--- config.mk ---
export PLATFORM = sky130hd
export DESIGN_NAME = fp_struct_hazard
export DESIGN_NICKNAME = d
export VERILOG_FILES = /design/src/rtl/fph_pkg.sv /design/src/rtl/fph_decode.sv /design/src/rtl/fph_busy_ctr.sv /design/src/rtl/fp_struct_hazard.sv
export SDC_FILE = /design/constraint.sdc
export NUM_CORES = 1
export LEC_CHECK = 0
export CELL_PAD_IN_SITES_DETAIL_PLACEMENT = 1
export CELL_PAD_IN_SITES_GLOBAL_PLACEMENT = 1
export CORE_MARGIN = 5
export CORE_UTILIZATION = 40
export CTS_BUF_LIST = sky130_fd_sc_hd__clkbuf_8
export CTS_CLUSTER_DIAMETER = 150
export CTS_CLUSTER_SIZE = 8
export DETAILED_ROUTE_END_ITERATION = 8
export PLACE_DENSITY_LB_ADDON = 0.12
export SKIP_CTS_REPAIR_TIMING = 1
export SYNTH_ARGS = -nofsm -noshare
export SYNTH_HDL_FRONTEND = slang
export SYNTH_SLANG_ARGS = --single-unit
export TNS_END_PERCENT = 50
--- constraint.sdc ---
create_clock -name clk -period 3.99 [get_ports clk]
set_input_delay 0.399 -clock clk [delete_from_list [all_inputs] [get_ports clk]]
set_output_delay 0.399 -clock clk [all_outputs]
set_load 0.01 [all_outputs]
--- src/rtl/fph_pkg.sv ---
package fph_pkg;
  localparam int NCLS = 10;

  // one-hot class bit positions
  localparam int K_ADD   = 0;
  localparam int K_CONST = 1;
  localparam int K_MULS  = 2;
  localparam int K_MACS  = 3;
  localparam int K_MULD  = 4;
  localparam int K_MACD  = 5;
  localparam int K_FMAD  = 6;
  localparam int K_DIVS  = 7;
  localparam int K_DIVD  = 8;
  localparam int K_VMUL  = 9;

  localparam logic [NCLS-1:0] MUL_SET =
    (NCLS'(1) << K_MULS) | (NCLS'(1) << K_MACS) | (NCLS'(1) << K_MULD) |
    (NCLS'(1) << K_MACD) | (NCLS'(1) << K_FMAD) | (NCLS'(1) << K_VMUL);
  localparam logic [NCLS-1:0] DIV_SET =
    (NCLS'(1) << K_DIVS) | (NCLS'(1) << K_DIVD);
endpackage

--- src/rtl/fph_decode.sv ---
module fph_decode
  import fph_pkg::*;
#(
  parameter int unsigned CNT_W  = 5,
  parameter int unsigned MULD_X = 3,
  parameter int unsigned FMAD_X = 4,
  parameter int unsigned VMUL_X = 1,
  parameter int unsigned DIVS_X = 13,
  parameter int unsigned DIVD_X = 28
) (
  input  logic [NCLS-1:0]  cls,
  output logic             is_mul,
  output logic             is_div,
  output logic             is_vec,
  output logic [CNT_W-1:0] mul_hold,
  output logic [CNT_W-1:0] div_hold,
  output logic [CNT_W-1:0] slot_hold
);
  always_comb begin
    is_mul = |(cls & MUL_SET);
    is_div = |(cls & DIV_SET);
    is_vec = cls[K_VMUL];

    mul_hold = '0;
    if (cls[K_MULD] || cls[K_MACD]) mul_hold = CNT_W'(MULD_X);
    if (cls[K_FMAD])                mul_hold = CNT_W'(FMAD_X);
    if (cls[K_VMUL])                mul_hold = CNT_W'(VMUL_X);

    div_hold = '0;
    if (cls[K_DIVS]) div_hold = CNT_W'(DIVS_X);
    if (cls[K_DIVD]) div_hold = CNT_W'(DIVD_X);

    slot_hold = CNT_W'(VMUL_X);
  end
endmodule

--- src/rtl/fph_busy_ctr.sv ---
module fph_busy_ctr #(
  parameter int unsigned W = 5
) (
  input  logic         clk,
  input  logic         rst_n,
  input  logic         load,
  input  logic [W-1:0] load_val,
  output logic         busy
);
  logic [W-1:0] cnt;

  always_ff @(posedge clk or negedge rst_n) begin
    if (!rst_n)          cnt <= '0;
    else if (load)       cnt <= load_val;
    else if (cnt != '0)  cnt <= cnt - 1'b1;
  end

  assign busy = (cnt != '0);
endmodule

--- src/rtl/fp_struct_hazard.sv ---
module fp_struct_hazard
  import fph_pkg::*;
#(
  parameter int unsigned MULD_X = 3,
  parameter int unsigned FMAD_X = 4,
  parameter int unsigned VMUL_X = 1,
  parameter int unsigned DIVS_X = 13,
  parameter int unsigned DIVD_X = 28
) (
  input  logic            clk,
  input  logic            rst_n,
  input  logic            op_valid,
  input  logic [NCLS-1:0] op_class,
  output logic            op_ready,
  output logic            stall
);
  localparam int unsigned MAX_A = (MULD_X > FMAD_X) ? MULD_X : FMAD_X;
  localparam int unsigned MAX_B = (DIVS_X > DIVD_X) ? DIVS_X : DIVD_X;
  localparam int unsigned MAX_C = (MAX_A > MAX_B) ? MAX_A : MAX_B;
  localparam int unsigned MAX_H = (MAX_C > VMUL_X) ? MAX_C : VMUL_X;
  localparam int unsigned CNT_W = $clog2(MAX_H + 1);
  localparam int unsigned NRES  = 3; // 0 multiply pipe, 1 divider, 2 issue slots

  logic             is_mul, is_div, is_vec;
  logic [CNT_W-1:0] mul_hold, div_hold, slot_hold;
  logic             accept;
  logic [NRES-1:0]  res_load;
  logic [NRES-1:0][CNT_W-1:0] res_val;
  logic [NRES-1:0]  res_busy;
  logic             mul_busy, div_busy, slot_busy, conflict;

  fph_decode #(
    .CNT_W(CNT_W), .MULD_X(MULD_X), .FMAD_X(FMAD_X), .VMUL_X(VMUL_X),
    .DIVS_X(DIVS_X), .DIVD_X(DIVD_X)
  ) u_dec (
    .cls(op_class), .is_mul(is_mul), .is_div(is_div), .is_vec(is_vec),
    .mul_hold(mul_hold), .div_hold(div_hold), .slot_hold(slot_hold)
  );

  assign accept = op_valid && op_ready;

  assign res_load = {accept && is_vec, accept && is_div, accept && is_mul};
  assign res_val  = {slot_hold, div_hold, mul_hold};

  for (genvar g = 0; g < NRES; g++) begin : g_res
    fph_busy_ctr #(.W(CNT_W)) u_ctr (
      .clk(clk), .rst_n(rst_n),
      .load(res_load[g]), .load_val(res_val[g]),
      .busy(res_busy[g])
    );
  end

  assign mul_busy  = res_busy[0];
  assign div_busy  = res_busy[1];
  assign slot_busy = res_busy[2];

  assign conflict = slot_busy || (is_mul && mul_busy) || (is_div && div_busy);
  assign op_ready = !conflict;
  assign stall    = op_valid && conflict;
endmodule

; ---- After elaboration in Yosys (flattened, before gate mapping)
; Index checks and enable logic that the tools add are counted.
[totals]
ff_bits = 15
out_inout_bits = 2
elab_cells = 36
[op_classes]
addsub = 3
muxes = 11
reduce_logical = 19
[ops]
columns = cell, n
row1 = $mux 5, 9
row2 = $reduce_bool 5->1, 3
row3 = $sub 5x1->5 const B, 3
row4 = $logic_and 1x1->1, 7
row5 = $reduce_bool 2->1, 3
row6 = $reduce_or 6->1, 1
row7 = $mux 4, 1
row8 = $logic_or 1x1->1, 3
row9 = $mux 2, 1
row10 = $reduce_or 2->1, 1
row11 = $logic_not 1->1, 1

; ---- Depth between registers and ports, before layout
; Gate-level depths: netlist (run 1).
[logic_depth]
ltp_word = 8
ltp_mapped = 7
mapped_depth_nobuf = 6

; ---- Cells and area by module
; From an unflattened synthesis (run 1), not the netlist that was laid out.
[unflattened]
cells_unflattened = 108
area_unflattened_um2 = 1023.5
[modules_own_cells]
columns = module, n_inst, cells_per_inst, area_each_um2, seq_area_each_um2
row1 = fph_busy_ctr, 3, 27, 280.3, 125.1
row2 = fph_decode, 1, 22, 142.6, 0.0
row3 = fp_struct_hazard, 1, 5, 40.0, 0.0

; ---- Least setup slack after synthesis (run 1)
; Ideal clock, no wire load.
[synth_path]
kind = register to output
from = reg g_res[0].u_ctr.cnt[0]
to = out stall
arrival_ns = 1.467
required_ns = 3.591
slack_ns = 2.124
stages_incl_launch_ff = 7
path_buffers = 0
path_cell_list = dfrtp_1 -> inv_1 -> ha_1 -> nor4b_4 -> a21o_1 -> and3_1 -> nor2b_1
[synth_via]
elab_chain_len = 5
[synth_lines]
columns = element, line
row1 = "start, declared", fph_busy_ctr.sv:10  ; logic [W-1:0] cnt;
row2 = "start signal, assigned", fph_busy_ctr.sv:14  ; else if (load) cnt <= load_val;
row3 = "start signal, assigned", fph_busy_ctr.sv:15  ; else if (cnt != '0) cnt <= cnt - 1'b1;
row4 = $reduce_bool 5->1, fph_busy_ctr.sv:18  ; assign busy = (cnt != '0);
row5 = $logic_and 1x1->1, fp_struct_hazard.sv:57  ; assign conflict = slot_busy || (is_mul && mul_busy) || (is_div && div_busy);
row6 = $logic_or 1x1->1 (2 in a row), fp_struct_hazard.sv:57
row7 = $logic_and 1x1->1, fp_struct_hazard.sv:59  ; assign stall = op_valid && conflict;
row8 = "end, declared", fp_struct_hazard.sv:15  ; output logic stall
; No other way between the ends.

; ---- Worst setup path in the final report (run 1)
[layout_path]
from = reg g_res[1].u_ctr.cnt[0]
to = out stall
[layout_via]
elab_chain_len = 4
[layout_lines]
columns = element, line
row1 = "start, declared", fph_busy_ctr.sv:10
row2 = "start signal, assigned", fph_busy_ctr.sv:14
row3 = "start signal, assigned", fph_busy_ctr.sv:15
row4 = $reduce_bool 5->1, fph_busy_ctr.sv:18
row5 = $logic_and 1x1->1, fp_struct_hazard.sv:57
row6 = $logic_or 1x1->1, fp_struct_hazard.sv:57
row7 = $logic_and 1x1->1, fp_struct_hazard.sv:59
; No other way between the ends.

==> results of run 1 <==
-- report_power, final --
| group | switching, mW | internal (mW) | total [mW] |
|---|---|---|---|
| sequential | 0.0670 | 0.220 | 0.287 |
| combinational | 0.150 | 0.152 | 0.302 |
| clock | 0.0542 | 0.0682 | 0.122 |
| total | 0.271 | 0.440 | 0.711 |
-- cells by family (layout without fill, tap and decap cells) --
group                      Yosys count  after routing  share of synthesized area, %
AOI/OAI and AO/OA                   18             18                          13.6
and+or+nand+nor                     37             37                          27.6
DFF                                 15             15                          43.9
xor gates and xnor gates             4              4                          4.09
buffers and inverters                8             24                          3.51
adders and majority gates            3              3                          4.39
muxes                                2              2                          2.92
-- stage by stage --
stage                     utilization [%]  instances  total power, mW  setup WS [ps]
final                                52.9        130            0.711           1180
after global routing                 52.9        130            0.782            986
after CTS                            52.9        130            0.725           1130
after detailed placement             50.6        126            0.598           1270
after global placement               50.6        126            0.571           1290
after floorplan                         -         87            0.505           2120
-- critical path, delay by kind of cell (launching register included) --
family / cells / cell delay [ps]
adder cells (fa/ha/maj): 1 / 210
buffers and inverters: 3 / 800
flip-flops: 1 / 370
AND/OR/NAND/NOR: 4 / 780
-- path summary, 6_finish.rpt --
path,start,endpoint,depth (start not counted)
setup / recovery,g_res[1].u_ctr.cnt[0],stall,8
hold / removal,g_res[1].u_ctr.cnt[4],g_res[1].u_ctr.cnt[4],2
setup reg to reg,g_res[0].u_ctr.cnt[0],g_res[1].u_ctr.cnt[1],6
hold reg to reg,g_res[1].u_ctr.cnt[4],g_res[1].u_ctr.cnt[4],2
max in group asynchronous,rst_n,g_res[1].u_ctr.cnt[1],1
min in group asynchronous,rst_n,g_res[2].u_ctr.cnt[0],1
-- cell usage after synthesis, types with 2 or more instances --
cell and instances:
nor4b_4 2, inv_1 7, xor2_1 2, o21ai_0 4, dfrtp_1 15, xnor2_1 2, nor4_1 3, ha_1 3
o2111ai_1 2, nor2_1 9, a21oi_1 6, nor3_1 3, nand2_1 7
-- layer usage --
layer | wire length (um) | global-route usage [%] | share of wire, %
met5 | 0 | 0 | 0
met4 | 7 | 4.07 | 0.35
met3 | 53 | 4.82 | 2.6
met2 | 1110 | 27.4 | 55
met1 | 854 | 16.3 | 42
-- layout make-up --
| class | instances | area, sq um | area share (%) |
|---|---|---|---|
| inverters | 7 | 26.3 | 2.48 |
| clock inverters | 1 | 3.75 | 0.355 |
| repair buffers | 13 | 128 | 12.1 |
| well taps | 27 | 33.8 | 3.19 |
| multi-input cells | 64 | 450 | 42.6 |
| clock buffers | 3 | 41.3 | 3.90 |
| flip-flops and latches | 15 | 375 | 35.5 |
==> impl_metrics.toml, run 1 <==
[global_route]
grt_max_degree = 16
grt_pass1_vias = 808
grt.total_usage_pct = 14.9
antenna_found_initial = 0
grt_overflow = 0
grt_first_pass_wirelength_mm = 3.68

[cells_and_area]
design_area_sq_um = 1060
drive_above_1_share_pct = 9.71
final_cell_mix = "15 x dfrtp_1, 12 x clkdlybuf4s50_1, 9 x nor2_1"
fill_cells = 240
final_common_cell = "dfrtp_1"
regMostFlops = "g_res.u_ctr.cnt"
largest_reg_flops = 15
area_growth_pct = 23.7
nets = 120
top_regs = "g_res.u_ctr.cnt x15"
antenna_cells = 0

[placement]
routabilityCongestion = 0.745
io_buffers = 12
placed_cell_area_sq_um = 1010
dp_hpwl_mm = 1.57

[drt]
drc = 0
viasPerCell = 5.40
ant_nets = 0
num_vias = 702
wl_per_cell_um = 15.6
dr.pass1.iters = 4
drt-initial-drc-count = 11
routed_wl_mm = 2.03

[timing]
fin_crit_sh_pct = 70.4
slew_headroom_pct = 53.0
fin_setup_tns_ps = 0
whs_ps = 507
fmax_mhz = 356
tightest_slew_ps = 703
rsz0062_at_grt = "no"
drv_slew = 0
finalSetupViolations = 0
final-hold-violation-count = 0
fin_worst_skew_ps = 2.42
finalCriticalPeriod_ps = 2810

[synth]
yosysWarnings = 0
synthTopCellsByArea = "dfrtp_1 44%, nor4b_4 5.6%, ha_1 4.4%"
synth-edff-count = 0
syn_area_sq_um = 856
yosysTopAreaCell = "dfrtp_1"
async_reset_ff_share_pct = 100
synth_cells = 87
synthFlopType = "dfrtp_1"
post_synth.cell_area_avg_sq_um = 9.84
seq_area_frac_synth_pct = 43.9
yosysTopAreaCellShare_pct = 43.9
yosys_register_bits = 15
synth_cell_types = 35
syn-num-nets = 103

[setup_path]
cp_slowest_cell = "clkdlybuf4s50_1"
cp-start-kind = "flop"
crit_chain = "inv_1, ha_1, nor4b_1, buf_4, or2_2, and3_1, nor2b_1, clkdlybuf4s50_1"
r2r_slack_ps = 2040
worstSetupPathType = "flop to primary output"
max_stage_delay_ps = 550
cp.arrival_ps = 2410
worstPathMaxFanout = 11
cp.required_ps = 3590
cp-end-kind = "primary output"

[cts]
cts.clk_slew.worst_paths_ps = 60
cts_tree = "done"
cts_buffers = 3
ctsRootBufferMaster = "clkbuf_8"
worstSkewPairLatency_ps = 250
clock_path_buffers = 2
cts.sinks = 15
htree_levels = 1

[floorplanning]
initial_core_util_pct = 42.8
ios = 15
dieArea_sq_um = 3160
die_y_um = 56.3
rows = 16
core_area_sq_um = 2000
chipWidth_um = 56.3

[run]
cap_violations = 0

[run_status]
status = "finished clean"

[pwr]
ir_drop_uv = 331
cellPowerDensity_nw_per_um2 = 672
leakage_nw = 0.486

[worst_hold_path]
hp-class = "flop to flop"
Note: power is estimated with default switching activity, not from simulation.
==> run 2, diff against run 1 <==
==> constraint.sdc (replaced) <==
create_clock -name clk -period 2.6 [get_ports clk]
set_input_delay 0.26 -clock clk [delete_from_list [all_inputs] [get_ports clk]]
set_output_delay 0.26 -clock clk [all_outputs]
set_load 0.01 [all_outputs]
==> impl_metrics.toml, run 2 (same netlist as run 1, synthesis figures left out) <==
[run_status]
status = "finished clean"

[cells_and_area]
final_cell_mix = "15 x dfrtp_1, 11 x clkdlybuf4s50_1, 9 x nor2_1"
final_common_cell = "dfrtp_1"
top_regs = "g_res.u_ctr.cnt x15"
nets = 123
largest_reg_flops = 15
area_growth_pct = 27.3
regMostFlops = "g_res.u_ctr.cnt"
drive_above_1_share_pct = 13.2
antenna_cells = 0

[drt]
drc = 0
ant_nets = 0
drt-initial-drc-count = 14
num_vias = 717
routed_wl_mm = 2.16
viasPerCell = 5.39
wl_per_cell_um = 16.2
dr.pass1.iters = 4

[setup_path]
crit_chain = "inv_1, ha_1, nor4b_4, a21o_1, and3_1, clkdlybuf4s50_1"
cp.arrival_ps = 2170
r2r_slack_ps = 640
worstPathMaxFanout = 3
max_stage_delay_ps = 540
path_buf_inv = 2
cp-start-kind = "flop"
worstSetupPathType = "flop to primary output"
ff2ff_path_depth = 7
cp-end-kind = "primary output"
cp.required_ps = 2340
timing.rr.start = "g_res[0].u_ctr.cnt[0]"
r2r_end = "g_res[1].u_ctr.cnt[1]"
cp_slowest_cell = "clkdlybuf4s50_1"
crit_family = "buffers and inverters"

[pwr]
leakage_nw = 0.513
cellPowerDensity_nw_per_um2 = 1030
ir_drop_uv = 600

[cts]
cts.clk_slew.worst_paths_ps = 60
cts_tree = "done"
ctsRootBufferMaster = "clkbuf_8"
clock_path_buffers = 2
worstSkewPairLatency_ps = 250
htree_levels = 1
cts_buffers = 3
cts.sinks = 15

[floorplanning]
rows = 16
core_area_sq_um = 2000
die_y_um = 56.3
dieArea_sq_um = 3160
ios = 15
initial_core_util_pct = 42.8
chipWidth_um = 56.3

[timing]
fin_worst_skew_ps = 2.87
fin_setup_tns_ps = 0
fmax_mhz = 412
finalSetupViolations = 0
fin_crit_sh_pct = 93.5
final-hold-violation-count = 0
slew_headroom_pct = 53.1
finalCriticalPeriod_ps = 2430
drv_slew = 0
tightest_slew_ps = 702
whs_ps = 430
rsz0062_at_grt = "no"

[placement]
dp_hpwl_mm = 1.61
routabilityCongestion = 0.690
io_buffers = 12

[global_route]
grt_pass1_vias = 825
grt.total_usage_pct = 15.8
grt_max_degree = 16
grt_overflow = 0
antenna_found_initial = 0
grt_first_pass_wirelength_mm = 3.91

[worst_hold_path]
hp-class = "input pin to asynchronous set/reset pin"

[run]
cap_violations = 0
run 2: cell count changes in the layout (fill, tap and decap cells not counted):
| cell | previous run | this run |
|---|---|---|
| buf_4 | 1 | 4 |
| clkdlybuf4s50_1 | 12 | 11 |
| dlymetal6s2s_1 | 0 | 1 |
| nor4b_1 | 1 | 0 |
| nor4b_2 | 0 | 1 |
run 2: worst max-delay path by stage:
stage,start,end,slack [ps],cells past startpoint
finish,g_res[0].u_ctr.cnt[0],op_ready,170,6
global route,g_res[0].u_ctr.cnt[0],op_ready,70,6
CTS,g_res[1].u_ctr.cnt[0],op_ready,40,6
detailed placement,op_class[9],op_ready,230,6
global placement,op_class[9],op_ready,260,6
floorplan,g_res[0].u_ctr.cnt[0],stall,870,6
run 2: layout make-up:
type	count	area [sq um]
multi-input combinational	64	457
timing repair buffer	16	153
tap	27	33.8
sequential	15	375
fill	235	912
clock buffer	3	41.3
inverter	7	26.3
clock inverter	1	3.75
run 2: routing by layer:
| layer | global-route usage (%) | vias up | part of all wire [%] |
|---|---|---|---|
| li1 | - | 348 | - |
| met3 | 2.29 | 9 | 2.6 |
| met5 | 0 | - | 0 |
| met4 | 9.49 | 0 | 3.6 |
| met2 | 26.4 | 16 | 50 |
| met1 | 19.1 | 344 | 43 |
run 2: power by group:
group | total, mW | switching (mW) | internal (mW)
Combinational | 0.487 | 0.240 | 0.247
Clock | 0.190 | 0.0857 | 0.105
Sequential | 0.443 | 0.106 | 0.338
run 2: through the flow:
step,util [%],setup slack [ps],cell area (sq um),power (mW),std cells
3_5_place_dp,51.7,228,1040,0.926,129
2_1_floorplan,-,873,856,0.775,87
5_1_grt,54.4,74.9,1090,1.23,133
4_1_cts,54.0,44.1,1080,1.13,133
6_report,54.4,170,1090,1.12,133
3_3_place_gp,51.7,255,1040,0.891,129
